--- src/rtl/dual_sat_acc_pkg.sv ---
package dual_sat_acc_pkg;
  typedef enum logic [2:0] {
    OP_ADD  = 3'd0,
    OP_SUB  = 3'd1,
    OP_LOAD = 3'd2,
    OP_CLR  = 3'd3,
    OP_NEG  = 3'd4
  } acc_op_e;

  localparam int NUM_ACC = 2;
endpackage

--- src/rtl/acc_addsub.sv ---
module acc_addsub
  import dual_sat_acc_pkg::*;
#(
  parameter int W = 40
) (
  input  logic [W-1:0] acc_in,
  input  logic [W-1:0] opnd,
  input  acc_op_e      op,
  output logic [W-1:0] sum,
  output logic         ovf_top,
  output logic         carry_top
);
  logic [W-1:0] lhs, rhs;
  logic         cin;
  logic [W-1:0] low;
  logic [1:0]   top;

  // operand steering: one side may be zero, the other true or complemented
  always_comb begin
    lhs = acc_in;
    rhs = opnd;
    cin = 1'b0;
    unique case (op)
      OP_ADD:  begin lhs = acc_in;    rhs = opnd;    cin = 1'b0; end
      OP_SUB:  begin lhs = acc_in;    rhs = ~opnd;   cin = 1'b1; end
      OP_LOAD: begin lhs = '0;        rhs = opnd;    cin = 1'b0; end
      OP_CLR:  begin lhs = '0;        rhs = '0;      cin = 1'b0; end
      OP_NEG:  begin lhs = '0;        rhs = ~acc_in; cin = 1'b1; end
      default: begin lhs = acc_in;    rhs = opnd;    cin = 1'b0; end
    endcase
  end

  // split adder exposing carry into and out of the top bit
  always_comb begin
    low = {1'b0, lhs[W-2:0]} + {1'b0, rhs[W-2:0]} + {{(W-1){1'b0}}, cin};
    top = {1'b0, lhs[W-1]} + {1'b0, rhs[W-1]} + {1'b0, low[W-1]};
    sum       = {top[0], low[W-2:0]};
    carry_top = top[1];
    ovf_top   = top[1] ^ low[W-1];
  end
endmodule

--- src/rtl/acc_saturate.sv ---
module acc_saturate #(
  parameter int W     = 40,
  parameter int LOW_W = 32
) (
  input  logic [W-1:0] raw,
  input  logic         ovf_top,
  input  logic         carry_top,
  input  logic         sat_en,
  input  logic         mode_low,
  output logic [W-1:0] res,
  output logic         guard_ovf,
  output logic         sticky_set,
  output logic         cat_evt
);
  localparam int HI_W = W - LOW_W + 1;
  localparam logic [W-1:0] FULL_POS = {1'b0, {(W-1){1'b1}}};
  localparam logic [W-1:0] FULL_NEG = {1'b1, {(W-1){1'b0}}};
  localparam logic [W-1:0] LOW_POS  = {{HI_W{1'b0}}, {(LOW_W-1){1'b1}}};
  localparam logic [W-1:0] LOW_NEG  = {{HI_W{1'b1}}, {(LOW_W-1){1'b0}}};

  logic [HI_W-1:0] hi_bits;
  logic            low_out;
  logic            true_neg;

  always_comb begin
    hi_bits  = raw[W-1:LOW_W-1];
    low_out  = ovf_top | ~((&hi_bits) | ~(|hi_bits));
    true_neg = ovf_top ? carry_top : raw[W-1];
  end

  always_comb begin
    res        = raw;
    sticky_set = 1'b0;
    cat_evt    = 1'b0;
    if (!sat_en) begin
      sticky_set = ovf_top;
      cat_evt    = ovf_top;
    end else if (mode_low) begin
      if (low_out) begin
        res        = true_neg ? LOW_NEG : LOW_POS;
        sticky_set = 1'b1;
      end
    end else if (ovf_top) begin
      res        = carry_top ? FULL_NEG : FULL_POS;
      sticky_set = 1'b1;
    end
  end

  always_comb begin
    if (sat_en && mode_low) guard_ovf = 1'b0;
    else guard_ovf = ~((&res[W-1:LOW_W]) | ~(|res[W-1:LOW_W]));
  end
endmodule

--- src/rtl/acc_bank.sv ---
module acc_bank #(
  parameter int W = 40
) (
  input  logic         clk,
  input  logic         rst_n,
  input  logic         we,
  input  logic [W-1:0] nxt_val,
  input  logic         nxt_guard,
  input  logic         sticky_set,
  input  logic         sticky_clr,
  output logic [W-1:0] acc_q,
  output logic         guard_q,
  output logic         sticky_q
);
  always_ff @(posedge clk or negedge rst_n) begin
    if (!rst_n) begin
      acc_q   <= '0;
      guard_q <= 1'b0;
    end else if (we) begin
      acc_q   <= nxt_val;
      guard_q <= nxt_guard;
    end
  end

  always_ff @(posedge clk or negedge rst_n) begin
    if (!rst_n) sticky_q <= 1'b0;
    else if (sticky_set) sticky_q <= 1'b1;
    else if (sticky_clr) sticky_q <= 1'b0;
  end

  // an idle bank keeps its value
  p_idle_hold_r2: assert property (@(posedge clk) disable iff (!rst_n)
    !we |=> (acc_q == $past(acc_q)) && (guard_q == $past(guard_q)));

  // a set request wins over a simultaneous clear
  p_set_wins_r7: assert property (@(posedge clk) disable iff (!rst_n)
    sticky_set |=> sticky_q);
endmodule

--- src/rtl/dual_sat_acc.sv ---
module dual_sat_acc
  import dual_sat_acc_pkg::*;
#(
  parameter int ACC_W   = 40,
  parameter int GUARD_W = 8
) (
  input  logic             clk,
  input  logic             rst_n,
  input  logic             op_valid,
  output logic             op_ready,
  input  logic [2:0]       op_code,
  input  logic             op_sel,
  input  logic [ACC_W-1:0] op_data,
  input  logic             sat_en_a,
  input  logic             sat_en_b,
  input  logic             sat_mode,
  input  logic             ovf_trap_en_a,
  input  logic             ovf_trap_en_b,
  input  logic             cat_trap_en,
  input  logic             sticky_clr_a,
  input  logic             sticky_clr_b,
  input  logic             sticky_clr_all,
  output logic [ACC_W-1:0] acc_a,
  output logic [ACC_W-1:0] acc_b,
  output logic             ovf_a,
  output logic             ovf_b,
  output logic             sat_a,
  output logic             sat_b,
  output logic             ovf_any,
  output logic             sat_any,
  output logic             trap_ovf_a,
  output logic             trap_ovf_b,
  output logic             trap_cat
);
  localparam int LOW_W = ACC_W - GUARD_W;
  localparam logic [ACC_W-1:0] FULL_POS = {1'b0, {(ACC_W-1){1'b1}}};
  localparam logic [ACC_W-1:0] FULL_NEG = {1'b1, {(ACC_W-1){1'b0}}};

  logic [ACC_W-1:0] acc_q   [NUM_ACC];
  logic             guard_q [NUM_ACC];
  logic             sticky_q[NUM_ACC];
  logic [NUM_ACC-1:0] sat_en_v, clr_v, trap_en_v;

  logic [ACC_W-1:0] cur_acc, raw_sum, sat_res;
  logic             add_ovf, add_carry, sel_sat_en;
  logic             nxt_guard, nxt_sticky, cat_now;
  logic             cat_q;

  assign op_ready  = 1'b1;
  assign sat_en_v  = {sat_en_b, sat_en_a};
  assign clr_v     = {sticky_clr_b, sticky_clr_a};
  assign trap_en_v = {ovf_trap_en_b, ovf_trap_en_a};

  assign cur_acc    = acc_q[op_sel];
  assign sel_sat_en = sat_en_v[op_sel];

  acc_addsub #(.W(ACC_W)) u_addsub (
    .acc_in    (cur_acc),
    .opnd      (op_data),
    .op        (acc_op_e'(op_code)),
    .sum       (raw_sum),
    .ovf_top   (add_ovf),
    .carry_top (add_carry)
  );

  acc_saturate #(.W(ACC_W), .LOW_W(LOW_W)) u_sat (
    .raw        (raw_sum),
    .ovf_top    (add_ovf),
    .carry_top  (add_carry),
    .sat_en     (sel_sat_en),
    .mode_low   (sat_mode),
    .res        (sat_res),
    .guard_ovf  (nxt_guard),
    .sticky_set (nxt_sticky),
    .cat_evt    (cat_now)
  );

  for (genvar i = 0; i < NUM_ACC; i++) begin : g_bank
    logic hit;
    assign hit = op_valid && (op_sel == 1'(i));
    acc_bank #(.W(ACC_W)) u_bank (
      .clk        (clk),
      .rst_n      (rst_n),
      .we         (hit),
      .nxt_val    (sat_res),
      .nxt_guard  (nxt_guard),
      .sticky_set (hit && nxt_sticky),
      .sticky_clr (clr_v[i] || sticky_clr_all),
      .acc_q      (acc_q[i]),
      .guard_q    (guard_q[i]),
      .sticky_q   (sticky_q[i])
    );
  end

  always_ff @(posedge clk or negedge rst_n) begin
    if (!rst_n) cat_q <= 1'b0;
    else cat_q <= op_valid && cat_now;
  end

  assign acc_a      = acc_q[0];
  assign acc_b      = acc_q[1];
  assign ovf_a      = guard_q[0];
  assign ovf_b      = guard_q[1];
  assign sat_a      = sticky_q[0];
  assign sat_b      = sticky_q[1];
  assign ovf_any    = guard_q[0] | guard_q[1];
  assign sat_any    = sticky_q[0] | sticky_q[1];
  assign trap_ovf_a = guard_q[0] & trap_en_v[0];
  assign trap_ovf_b = guard_q[1] & trap_en_v[1];
  assign trap_cat   = cat_q & cat_trap_en;

  // a full-range overflow under 40-bit clamping lands on a limit
  p_full_clamp_r4: assert property (@(posedge clk) disable iff (!rst_n)
    op_valid && sel_sat_en && !sat_mode && add_ovf |=>
      (($past(op_sel) ? acc_b : acc_a) == FULL_POS) ||
      (($past(op_sel) ? acc_b : acc_a) == FULL_NEG));

  // the 32-bit regime never leaves a guard flag set on its target
  p_guard_quiet_r5: assert property (@(posedge clk) disable iff (!rst_n)
    op_valid && sel_sat_en && sat_mode |=> ($past(op_sel) ? !ovf_b : !ovf_a));

  // a sticky flag only rises after an operation on that accumulator
  p_sticky_source_r6: assert property (@(posedge clk) disable iff (!rst_n)
    $rose(sat_a) |-> $past(op_valid && !op_sel));

  // a clear-all with no operation empties both sticky flags
  p_clear_all_r7: assert property (@(posedge clk) disable iff (!rst_n)
    sticky_clr_all && !op_valid |=> !sat_a && !sat_b);

  // a catastrophic trap needs a wrapped overflow one cycle earlier
  p_cat_cause_r9: assert property (@(posedge clk) disable iff (!rst_n)
    trap_cat |-> $past(op_valid && !sel_sat_en && add_ovf));
endmodule

--- config.mk ---
export PLATFORM = sky130hd
export DESIGN_NAME = dual_sat_acc
export DESIGN_NICKNAME = d
export VERILOG_FILES = /design/src/rtl/dual_sat_acc_pkg.sv /design/src/rtl/acc_addsub.sv /design/src/rtl/acc_saturate.sv /design/src/rtl/acc_bank.sv /design/src/rtl/dual_sat_acc.sv
export SDC_FILE = /design/constraint.sdc
export NUM_CORES = 1
export LEC_CHECK = 0
export ABC_AREA = 1
export BUFFER_PORTS_ARGS = -buffer_cell sky130_fd_sc_hd__buf_2
export CELL_PAD_IN_SITES_DETAIL_PLACEMENT = 1
export CELL_PAD_IN_SITES_GLOBAL_PLACEMENT = 1
export CORE_MARGIN = 2
export CORE_UTILIZATION = 36
export CTS_CLUSTER_SIZE = 24
export DETAILED_ROUTE_END_ITERATION = 10
export MAX_ROUTING_LAYER = met4
export PLACE_DENSITY = 0.82
export RECOVER_POWER = 25
export SYNTH_ARGS = -nofsm -noshare
export SYNTH_HDL_FRONTEND = slang
export SYNTH_HIERARCHICAL = 1
export SYNTH_SLANG_ARGS = --single-unit
--- constraint.sdc ---
create_clock -name clk -period 3.65 [get_ports clk]
set_input_delay 0.365 -clock clk [delete_from_list [all_inputs] [get_ports clk]]
set_output_delay 0.365 -clock clk [all_outputs]
set_load 0.1 [all_outputs]
# After elaboration in Yosys (flattened, before gate mapping)
# Cells that the tools add are included.
[word_totals]
in_bits = 56
out_inout_bits = 90
wordCells = 75
register_bits = 85
[op_classes]
add_sub_neg = 4
magnitude_cmp = 2
n_bitwise = 17
n_eq_ne = 4
muxes = 25
reduce_logical = 16
[op_table]
columns = ["op", "count"]
rows = [
  ["$mux 40", 10],
  ["$pmux 40 s3", 1],
  ["$not 40->40", 2],
  ["$add 39x39->40", 1],
  ["$add 40x1->40", 1],
  ["$mux 1", 14],
  ["$reduce_and 9->1", 1],
  ["$reduce_or 9->1", 1],
  ["$reduce_and 8->1", 1],
  ["$reduce_or 8->1", 1],
  ["$eq 3x2->1 const B", 2],
  ["$logic_and 1x1->1", 6],
  ["$not 1->1", 5],
  ["$or 1x1->1", 5],
  ["$reduce_bool 2->1", 2],
  ["$and 1x1->1", 3],
  ["$eq 3x1->1 const B", 1],
  ["$eq 3x3->1 const B", 1],
  ["$reduce_or 3->1", 1],
  ["$add 1x1->2", 1],
  ["$add 2x1->2", 1],
  ["$ge 2x2->1 const B", 1],
  ["$logic_or 1x1->1", 2],
  ["$lt 1x2->1 const B", 1],
  ["other kinds (3)", 3],
]

# Logic depth before layout (Yosys ltp)
# Gate-level depths: netlist of the first run.
[logic_depth]
depth_word = 22
mapped_depth = 36
depth_no_buf = 35

# Modules after synthesis
# The synthesis of the first run kept the hierarchy.
[by_module_without_submodules]
columns = ["mod", "seq_area_each_um2", "cells_each", "instances", "area_per_inst_um2"]
rows = [
  ["acc_addsub", 0.0, 795, 1, 4050.1],
  ["acc_bank", 1051.0, 179, 2, 1657.8],
  ["acc_saturate", 0.0, 354, 1, 1599.0],
  ["dual_sat_acc", 25.0, 155, 1, 709.4],
]

# Worst setup path after synthesis of the first run
# Ideal clock, no wire load.
[synth_timing]
path_type = "register to register"
startpoint = "register g_bank[1].u_bank.acc_q[2]"
endpoint = "register g_bank[1].u_bank.guard_q"
slack_ps = -618
t_arrival_ps = 4147
t_required_ps = 3529
stages_incl_launch_ff = 33
setup_time_ps = 121
period_less_slack_ps = 4268
path_buffers = 0
path_cell_list = "dfrtp_1 -> nand2_1 -> nand2_1 -> o22ai_1 -> mux2_1 -> ha_1 -> nand2_1 -> nand2_1 -> inv_1 -> nand2_2 -> nand2_1 -> nand2_1 -> nand2_1 -> nand3_2 -> nand2_1 -> nand2_1 -> fa_1 -> nand3_1 -> nand2_1 -> inv_2 -> nand2_2 -> nand2_4 -> nand2_4 -> nand2_1 -> nand2_1 -> nand2_1 -> nand2_1 -> nor2_1 -> nand2_1 -> nand2_1 -> inv_1 -> nand2_1 -> nand2_1"
[synth_between]
word_cells_on_any_way = 29
cone_classes = "3 x add/sub; 13 x mux; 9 x bitwise; 4 x reduce/logical"
[synth_rtl]
columns = ["item", "line", "text"]
rows = [
  ["start: declaration", "acc_bank.sv:11", "output logic [W-1:0] acc_q,"],
  ["start signal: assignment", "acc_bank.sv:20", "acc_q <= nxt_val;"],
  ["$mux 40 (not written as such) * (3 in a row)", "dual_sat_acc.sv:54", "assign cur_acc = acc_q[op_sel];"],
  ["named net cur_acc[2]", "dual_sat_acc.sv:44", "logic [ACC_W-1:0] cur_acc, raw_sum, sat_res;"],
  ["$not 40->40", "acc_addsub.sv:28", "OP_NEG: begin lhs = '0; rhs = ~acc_in; cin = 1'b1; end"],
  ["$pmux 40 s3", "acc_addsub.sv:23", "unique case (op)"],
  ["$add 39x39->40 *", "acc_addsub.sv:35", "low = {1'b0, lhs[W-2:0]} + {1'b0, rhs[W-2:0]} + {{(W-1){1'b0}}, cin};"],
  ["$add 40x1->40 *", "acc_addsub.sv:35", ""],
  ["$add 2x1->2 *", "acc_addsub.sv:36", "top = {1'b0, lhs[W-1]} + {1'b0, rhs[W-1]} + {1'b0, low[W-1]};"],
  ["named net add_carry", "dual_sat_acc.sv:45", "logic add_ovf, add_carry, sel_sat_en;"],
  ["[1 not listed]", "n/a", ""],
  ["named net add_ovf", "dual_sat_acc.sv:45", ""],
  ["[4 not listed]", "n/a", ""],
  ["$mux 40 *", "acc_saturate.sv:35", "if (!sat_en) begin"],
  ["named net sat_res[38]", "dual_sat_acc.sv:44", ""],
  ["$reduce_or 8->1", "acc_saturate.sv:51", "else guard_ovf = ~((&res[W-1:LOW_W]) | ~(|res[W-1:LOW_W]));"],
  ["$not 1->1", "acc_saturate.sv:51", ""],
  ["$or 1x1->1 *", "acc_saturate.sv:51", ""],
  ["$not 1->1 *", "acc_saturate.sv:51", ""],
  ["$mux 1 *", "acc_saturate.sv:50", "if (sat_en && mode_low) guard_ovf = 1'b0;"],
  ["named net nxt_guard", "dual_sat_acc.sv:46", "logic nxt_guard, nxt_sticky, cat_now;"],
  ["end signal: assignment", "acc_bank.sv:21", "guard_q <= nxt_guard;"],
  ["end: declaration", "acc_bank.sv:12", "output logic guard_q,"],
]
# Mark *: on every way through the listed nets, which the timed path passes. The rest lies on a longest branch. The select of a mux whose other input is x is not followed.
# A chain may end at the register's enable or synchronous reset.

# Worst setup path after layout of the first run
[layout_timing]
startpoint = "register g_bank[0].u_bank.acc_q[27]"
endpoint = "register g_bank[1].u_bank.acc_q[9]"
[layout_between]
word_cells_on_any_way = 23
cone_classes = "3 x add/sub; 12 x mux; 6 x bitwise; 2 x reduce/logical"
[layout_rtl]
columns = ["item", "line", "text"]
rows = [
  ["start: declaration", "acc_bank.sv:11", ""],
  ["start signal: assignment", "acc_bank.sv:20", ""],
  ["$mux 40 (not written as such) * (3 in a row)", "dual_sat_acc.sv:54", ""],
  ["named net cur_acc[27]", "dual_sat_acc.sv:44", ""],
  ["$not 40->40", "acc_addsub.sv:28", ""],
  ["$pmux 40 s3", "acc_addsub.sv:23", ""],
  ["$add 39x39->40 *", "acc_addsub.sv:35", ""],
  ["$add 40x1->40 *", "acc_addsub.sv:35", ""],
  ["named net raw_sum[36]", "dual_sat_acc.sv:44", ""],
  ["$reduce_or 9->1", "acc_saturate.sv:27", "low_out = ovf_top | ~((&hi_bits) | ~(|hi_bits));"],
  ["$not 1->1", "acc_saturate.sv:27", ""],
  ["$or 1x1->1 *", "acc_saturate.sv:27", ""],
  ["$not 1->1 *", "acc_saturate.sv:27", ""],
  ["$or 1x1->1 *", "acc_saturate.sv:27", ""],
  ["$mux 40 *", "acc_saturate.sv:39", "if (low_out) begin"],
  ["$mux 40 *", "acc_saturate.sv:38", "end else if (mode_low) begin"],
  ["$mux 40 *", "acc_saturate.sv:35", ""],
  ["named net sat_res[9]", "dual_sat_acc.sv:44", ""],
]
# Marks and branches as above.

==> run_results.csv, run 1 <==
group,metric,value,unit
placed_design,routabilityCongestion,0.950,
cells_and_area,drive_above_1_share,48.3,%
floorplan,coreArea,0.0267,mm²
cts,cts.sinks,85,
sta,rsz0062_at_grt,"true",
floorplan,fp-row-count,60,
power_and_ir_drop,ir_worst_vdd,0.392,mV
hold_path,hold_class,"input port to flop",
setup_path,slowest_delay,540,ps
power_and_ir_drop,p_sw,7.99,mW
power_and_ir_drop,pwr-share-seq,12.9,%
global_route,grt_max_degree,79,
cts,ctsHoldBuffers,0,
yosys,syn_nets,1759,
power_and_ir_drop,p_clk_share,8.2,%
cells_and_area,fillerInstances,3511,
setup_path,required,3950,ps
sta,whs,269,ps
placed_design,port_buffers,144,
cells_and_area,nets,2211,
sta,fmax,0.200,GHz
floorplan,initial_utilization,36.3,%
power_and_ir_drop,switching_share,61.2,%
detailed_routing,drt-total-wl,71400,µm
cts,insertion_delay,400,ps
detailed_routing,antenna_left,0,
cells_and_area,multi_input_area,0.00782,mm²
cts,cts_tree,"done",
setup_path,endpoint_kind,"flop",
setup_path,cpMaxStageDelayCell,"nor2_1",
yosys,synth_seq_cells,85,
detailed_routing,wl_per_cell,29.0,µm
yosys,syn_area,0.00967,mm²
cells_and_area,final_cells,2464,
sta,drv_slew,79,
run_status,violations,"max-capacitance violations, max-slew violations, negative setup slack",
cts,ctsRootBufferMaster,"clkbuf_16",
floorplan,io_pins,146,
setup_path,cp.buffers_inverters,4,
yosys,synth-seq-area-share,22.0,%
sta,final-setup-viol-count,85,
placed_design,dp_hpwl,35000,µm
floorplan,dieArea,0.0282,mm²
cells_and_area,regArea,0.00238,mm²
floorplan,dieHeight,168,µm
setup_path,crit_arrival,5290,ps
sta,slew_headroom,-41.4,%
sta,fin_crit_sh,137,%
cts,h-tree-depth,3,
cts,cts_buffer_depth,2,
setup_path,cp_top_family,"simple AND/OR/NAND/NOR gates",
setup_path,cp_common_cell,"nand2_1",
global_route,global_route.overflow_total,0,
sta,timing.final.ws_setup,-1340,ps
global_route,antenna_found_initial,4,
detailed_routing,drcViolationCount,0,
cells_and_area,syn_to_final_growth,61.9,%
global_route,gr-usage-all-layers,40.5,%
detailed_routing,first_pass_iters,6,
yosys,synth.distinct_cells,39,
sta,hold_viol,0,
global_route,grt_first_pass_wirelength,86500,µm
cts,clk_pin_slew,80,ps
sta,clock_skew,31.6,ps
detailed_routing,drtIter0Drc,2455,
hold_path,hold_depth,3,
yosys,syn_area_per_cell,5.82,µm²
sta,tightest_slew,2120,ps
global_route,grt_pass1_vias,15200,
floorplan,die_width,168,µm
setup_path,reg2regPathDepth,26,
placed_design,place_inst,2391,
setup_path,crit_fanout,8,
power_and_ir_drop,powerDensity,833,mW/mm²
power_and_ir_drop,total_leakage_power,8.30,nW
detailed_routing,vias,15700,
flow_run,maxCapViolCount,1,
setup_path,crit_cells,26,
setup_path,crit_path_start_kind,"flop",
cts,cts_made_buffers,9,
power_and_ir_drop,p_int,5.06,mW
run_status,outcome,"finished with violations",
yosys,postSynthCellCount,1662,
setup_path,crit_type,"flop to flop",
yosys,yosys_warnings,6,
sta,post-route-min-period,4990,ps
placed_design,place_ws,-954,ps
power_and_ir_drop,power_frac_comb,78.9,%
detailed_routing,routed_via_density,6.39,
[worst paths after layout]
path | startpoint | endpoint | slack, ps
max | g_bank[0].u_bank/acc_q[27] | g_bank[1].u_bank/acc_q[9] | -1340
min | op_valid | cat_q | 270
max reg2reg | g_bank[0].u_bank/acc_q[27] | g_bank[1].u_bank/acc_q[9] | -1340
min reg2reg | g_bank[1].u_bank/sticky_q | g_bank[1].u_bank/sticky_q | 500
max in group asynchronous | rst_n | g_bank[0].u_bank/acc_q[10] | 1500
min in group asynchronous | rst_n | g_bank[0].u_bank/acc_q[32] | 560
[placed cells by master (no fill, tap or decap), types with 6 or more instances in the layout]
cell type / n
a21oi_1: 40
buf_8: 6
nor3_1: 6
o22ai_1: 34
xor2_1: 17
o21ai_0: 10
nand3_1: 73
nand2_2: 135
buf_12: 10
mux2_1: 8
nor2_2: 49
buf_6: 13
ha_4: 33
nand2_4: 19
a21oi_4: 9
clkbuf_16: 11
mux2_2: 22
nor2_1: 118
nand3_2: 31
or2_2: 6
inv_1: 214
dfrtp_4: 63
a21oi_2: 47
o21ai_1: 7
mux2_4: 9
nand2_1: 541
buf_4: 338
nand2_8: 6
dfrtp_1: 7
inv_2: 14
buf_2: 139
dfrtp_2: 15
[registers in the layout, indices dropped and copies added, names as in the netlist]
name / count
cat_q: 1
g_bank.u_bank/sticky_q: 2
g_bank.u_bank/guard_q: 2
g_bank.u_bank/acc_q: 80
[tightest hold or removal path, delay by kind of cell]
kind          cells  cell delay (ps)
buf+inv           2              170
simple gates      1               70
[synthesized netlist by cell type (all sizes together)]
| library cell | n | share of area, % |
|---|---|---|
| a21oi | 96 | 5.0 |
| a22oi | 1 | 0.078 |
| a31oi | 4 | 0.26 |
| buf | 60 | 4.8 |
| clkbuf | 13 | 0.50 |
| conb | 1 | 0.039 |
| dfrtp | 85 | 22 |
| fa | 3 | 0.62 |
| ha | 38 | 4.9 |
| inv | 236 | 9.4 |
| mux2 | 39 | 4.5 |
| nand2 | 700 | 28 |
| nand2b | 2 | 0.13 |
| nand3 | 109 | 5.8 |
| nand3b | 1 | 0.078 |
| nand4 | 1 | 0.065 |
| nor2 | 172 | 6.8 |
| nor3 | 12 | 0.62 |
| o21ai | 19 | 0.98 |
| o21bai | 1 | 0.078 |
| o221ai | 1 | 0.091 |
| o22ai | 39 | 2.5 |
| o31ai | 1 | 0.078 |
| or2 | 6 | 0.39 |
| xnor2 | 5 | 0.45 |
| xor2 | 17 | 1.5 |
[routing by layer]
layer	global-route usage, %	part of all wire, %	vias to the layer above
li1	-	-	6037
met1	47.1	34	7440
met2	66.6	43	1578
met3	7.29	13	681
met4	22.2	10	0
met5	-	0	-
[power by group through the flow]
stage / sequential [mW] / combinational (mW) / clock, mW
detailed placement: 1.60 / 7.79 / 0
global placement: 1.58 / 7.52 / 0
CTS: 1.60 / 8.38 / 0.971
finish: 1.69 / 10.3 / 1.07
global route: 1.70 / 10.4 / 1.10
floorplan: 3.87 / 2.74 / 0
[cell type report]
class	instances	share of cell area (%)
multi-input combinational	1269	49.9
timing repair inverter	1	0.0399
inverter	236	5.98
clock inverter	6	0.455
antenna	4	0.0639
sequential	85	15.2
tap	341	2.72
clock buffer	10	1.46
timing repair buffer	512	24.2
[through the flow]
step                      utilization (%)  power, mW  instance area [µm²]  setup TNS (ps)
after floorplan                         -       6.61                10400               0
after global placement               50.6       9.10                13500          -53410
after detailed placement             50.6       9.40                13500          -68160
after CTS                            55.0       10.9                14600          -21640
after global routing                 58.8       13.2                15700          -85490
final                                58.8       13.0                15700          -89570
[logic make-up after synthesis]
group / share of synthesized area (%)
adder cells (fa/ha/maj): 5.54
other: 0.0388
multiplexers: 4.54
AO/OA/AOI/OAI: 9.05
XOR/XNOR: 1.99
buffers and inverters: 14.7
flip-flops: 22.0
AND/OR/NAND/NOR: 42.2
[timing repair]
item	4_1_cts	5_1_grt
setup endpoints to repair	84	85
pin swaps	53	81
gates resized for setup	148	237
buffers inserted	29	18
gates cloned	5	3
No activity file was read; power rests on OpenSTA's default activity.
==> run 2, diff against run 1 <==
--- a/config.mk
+++ b/config.mk
@@ -9,6 +9,7 @@
 export BUFFER_PORTS_ARGS = -buffer_cell sky130_fd_sc_hd__buf_2
 export CELL_PAD_IN_SITES_DETAIL_PLACEMENT = 1
 export CELL_PAD_IN_SITES_GLOBAL_PLACEMENT = 1
+export CORE_ASPECT_RATIO = 1.2
 export CORE_MARGIN = 2
 export CORE_UTILIZATION = 36
 export CTS_CLUSTER_SIZE = 24
==> run_results.csv, run 2 (synthesized netlist as in run 1, its figures left out) <==
group,metric,value,unit
cells_and_area,drive_above_1_share,47.3,%
floorplan,dieHeight,184,µm
flow_run,maxCapViolCount,1,
power_and_ir_drop,switching_share,59.8,%
sta,timing.final.ws_setup,-870,ps
cells_and_area,top_register,"g_bank.u_bank/acc_q",
cells_and_area,syn_to_final_growth,60.9,%
power_and_ir_drop,p_total,12.4,mW
power_and_ir_drop,powerDensity,796,mW/mm²
sta,rsz0062_at_grt,"true",
detailed_routing,drtIter0Drc,1570,
run_status,violations,"max-capacitance violations, max-slew violations, negative setup slack",
setup_path,crit_type,"input port to flop",
cts,ctsRootBufferMaster,"clkbuf_16",
placed_design,routabilityCongestion,0.958,
setup_path,crit_arrival,4800,ps
cts,cts.sinks,85,
sta,clock_skew,19.6,ps
placed_design,port_buffers,144,
cts,cts_tree,"done",
cells_and_area,fillerInstances,3440,
power_and_ir_drop,p_int,4.97,mW
cts,cts_buffer_depth,2,
floorplan,fp-row-count,65,
global_route,gr-usage-all-layers,34.9,%
setup_path,endpoint_kind,"flop",
sta,whs,286,ps
floorplan,initial_utilization,36.7,%
cells_and_area,multi_input_area,0.00777,mm²
setup_path,crit_path_start_kind,"input port",
detailed_routing,routed_via_density,6.16,
power_and_ir_drop,power_frac_comb,78.8,%
cells_and_area,layout_commonest_cell,"nand2_1",
hold_path,hold_class,"input port to flop",
sta,drv_slew,63,
global_route,grt_max_degree,63,
sta,fmax,0.221,GHz
global_route,grt_pass1_vias,14000,
power_and_ir_drop,p_clk_share,7.8,%
detailed_routing,drt-total-wl,64500,µm
global_route,grt_first_pass_wirelength,75800,µm
cells_and_area,nets,2194,
detailed_routing,drcViolationCount,0,
cells_and_area,regArea,0.00238,mm²
sta,slew_headroom,-16.8,%
detailed_routing,wl_per_cell,26.5,µm
sta,post-route-min-period,4520,ps
sta,tightest_slew,1750,ps
cells_and_area,layout_common_cells,"546 x nand2_1, 319 x buf_4, 212 x inv_1",
power_and_ir_drop,p_sw,7.41,mW
sta,final-setup-viol-count,84,
detailed_routing,first_pass_iters,6,
sta,setup_tns,-46190,ps
cells_and_area,largest_register_ffs,80,
global_route,antenna_found_initial,0,
detailed_routing,vias,15000,
sta,fin_crit_sh,124,%
sta,hold_viol,0,
setup_path,crit_fanout,8,
cts,insertion_delay,360,ps
cells_and_area,antenna_cells,0,
global_route,global_route.overflow_total,0,
setup_path,required,3930,ps
run_status,outcome,"finished with violations",
power_and_ir_drop,ir_worst_vdd,0.477,mV
floorplan,die_width,154,µm
cts,cts_made_buffers,9,
cts,h-tree-depth,3,
detailed_routing,antenna_left,0,
cells_and_area,reg_top3,"g_bank.u_bank/acc_q x80, g_bank.u_bank/guard_q x2, g_bank.u_bank/sticky_q x2",
placed_design,dp_hpwl,34100,µm
floorplan,coreArea,0.0264,mm²
cts,clk_pin_slew,70,ps
floorplan,io_pins,146,
floorplan,dieArea,0.0282,mm²
power_and_ir_drop,total_leakage_power,8.27,nW
power_and_ir_drop,pwr-share-seq,13.4,%
run 2: cell type report:
class	count	share of cell area, %
well taps	335	2.69
inverters	236	6.01
clock inverters	4	0.322
flip-flops and latches	85	15.3
multi-input cells	1269	49.9
clock buffers	12	1.58
repair buffers	496	24.2
run 2: timing repair:
action,CTS,global route
endpoints found under the setup margin,84,84
buffers inserted,19,23
hold buffers,0,0
resized for setup,156,219
hold endpoints to repair,0,0
pin swaps,32,113
cloned,5,6
run 2: path summary, 6_finish.rpt:
check,from,end,slack (ps),cells past startpoint
worst min register to register,g_bank[0].u_bank/acc_q[35],g_bank[0].u_bank/acc_q[35],500,2
min in group asynchronous,rst_n,g_bank[0].u_bank/acc_q[10],430,1
max in group asynchronous,rst_n,g_bank[1].u_bank/acc_q[28],1900,1
worst max-delay path,op_sel,g_bank[0].u_bank/acc_q[19],-870,28
worst max register to register,g_bank[1].u_bank/acc_q[16],g_bank[0].u_bank/acc_q[19],-830,25
worst min-delay path,op_valid,cat_q,290,3
run 2: stage by stage:
| stage | std cells | util, % | area, µm² | setup slack (ps) |
|---|---|---|---|---|
| after CTS | 2411 | 55.3 | 14600 | -299 |
| after detailed placement | 2371 | 50.8 | 13400 | -921 |
| after floorplan | 1662 | - | 10400 | 2.81 |
| after global placement | 2371 | 50.8 | 13400 | -747 |
| final | 2437 | 59.1 | 15600 | -870 |
| after global routing | 2437 | 59.1 | 15600 | -839 |
run 2: power groups by stage:
stage	clock, mW	sequential, mW	combinational, mW
floorplan	0	3.87	2.74
global placement	0	1.58	7.47
detailed placement	0	1.61	7.72
CTS	0.951	1.60	8.17
global route	1.01	1.68	9.99
finish	0.972	1.66	9.75
run 2: metal layers:
| layer | part of all wire [%] | vias to the layer above | track usage (%) | routed length (µm) |
|---|---|---|---|---|
| met4 | 9.1 | 0 | 16.7 | 5860 |
| met2 | 46 | 1253 | 59.4 | 29800 |
| li1 | - | 6003 | - | - |
| met5 | 0 | - | - | 0 |
| met1 | 35 | 7202 | 40.5 | 22600 |
| met3 | 9.8 | 547 | 5.09 | 6290 |
run 2: worst max-delay path, cell delays in order:
cell	delay, ps
buf_6	140
clkinv_8	100
bufbuf_16	280
nand2_1	60
nand2_1	150
o22ai_1	130
mux2_2	320
ha_4	290
buf_4	150
nand2_2	120
nor2_4	170
nand2_1	150
nor3_2	270
nand2_4	160
nand2_1	100
nand2_1	70
nand2_2	100
nand2_1	70
nor2_1	150
nand3_2	110
nand2_4	100
nand2_2	70
nand2_4	170
buf_6	150
nand3_1	100
a21oi_2	430
nand2_1	180
nand2_1	120
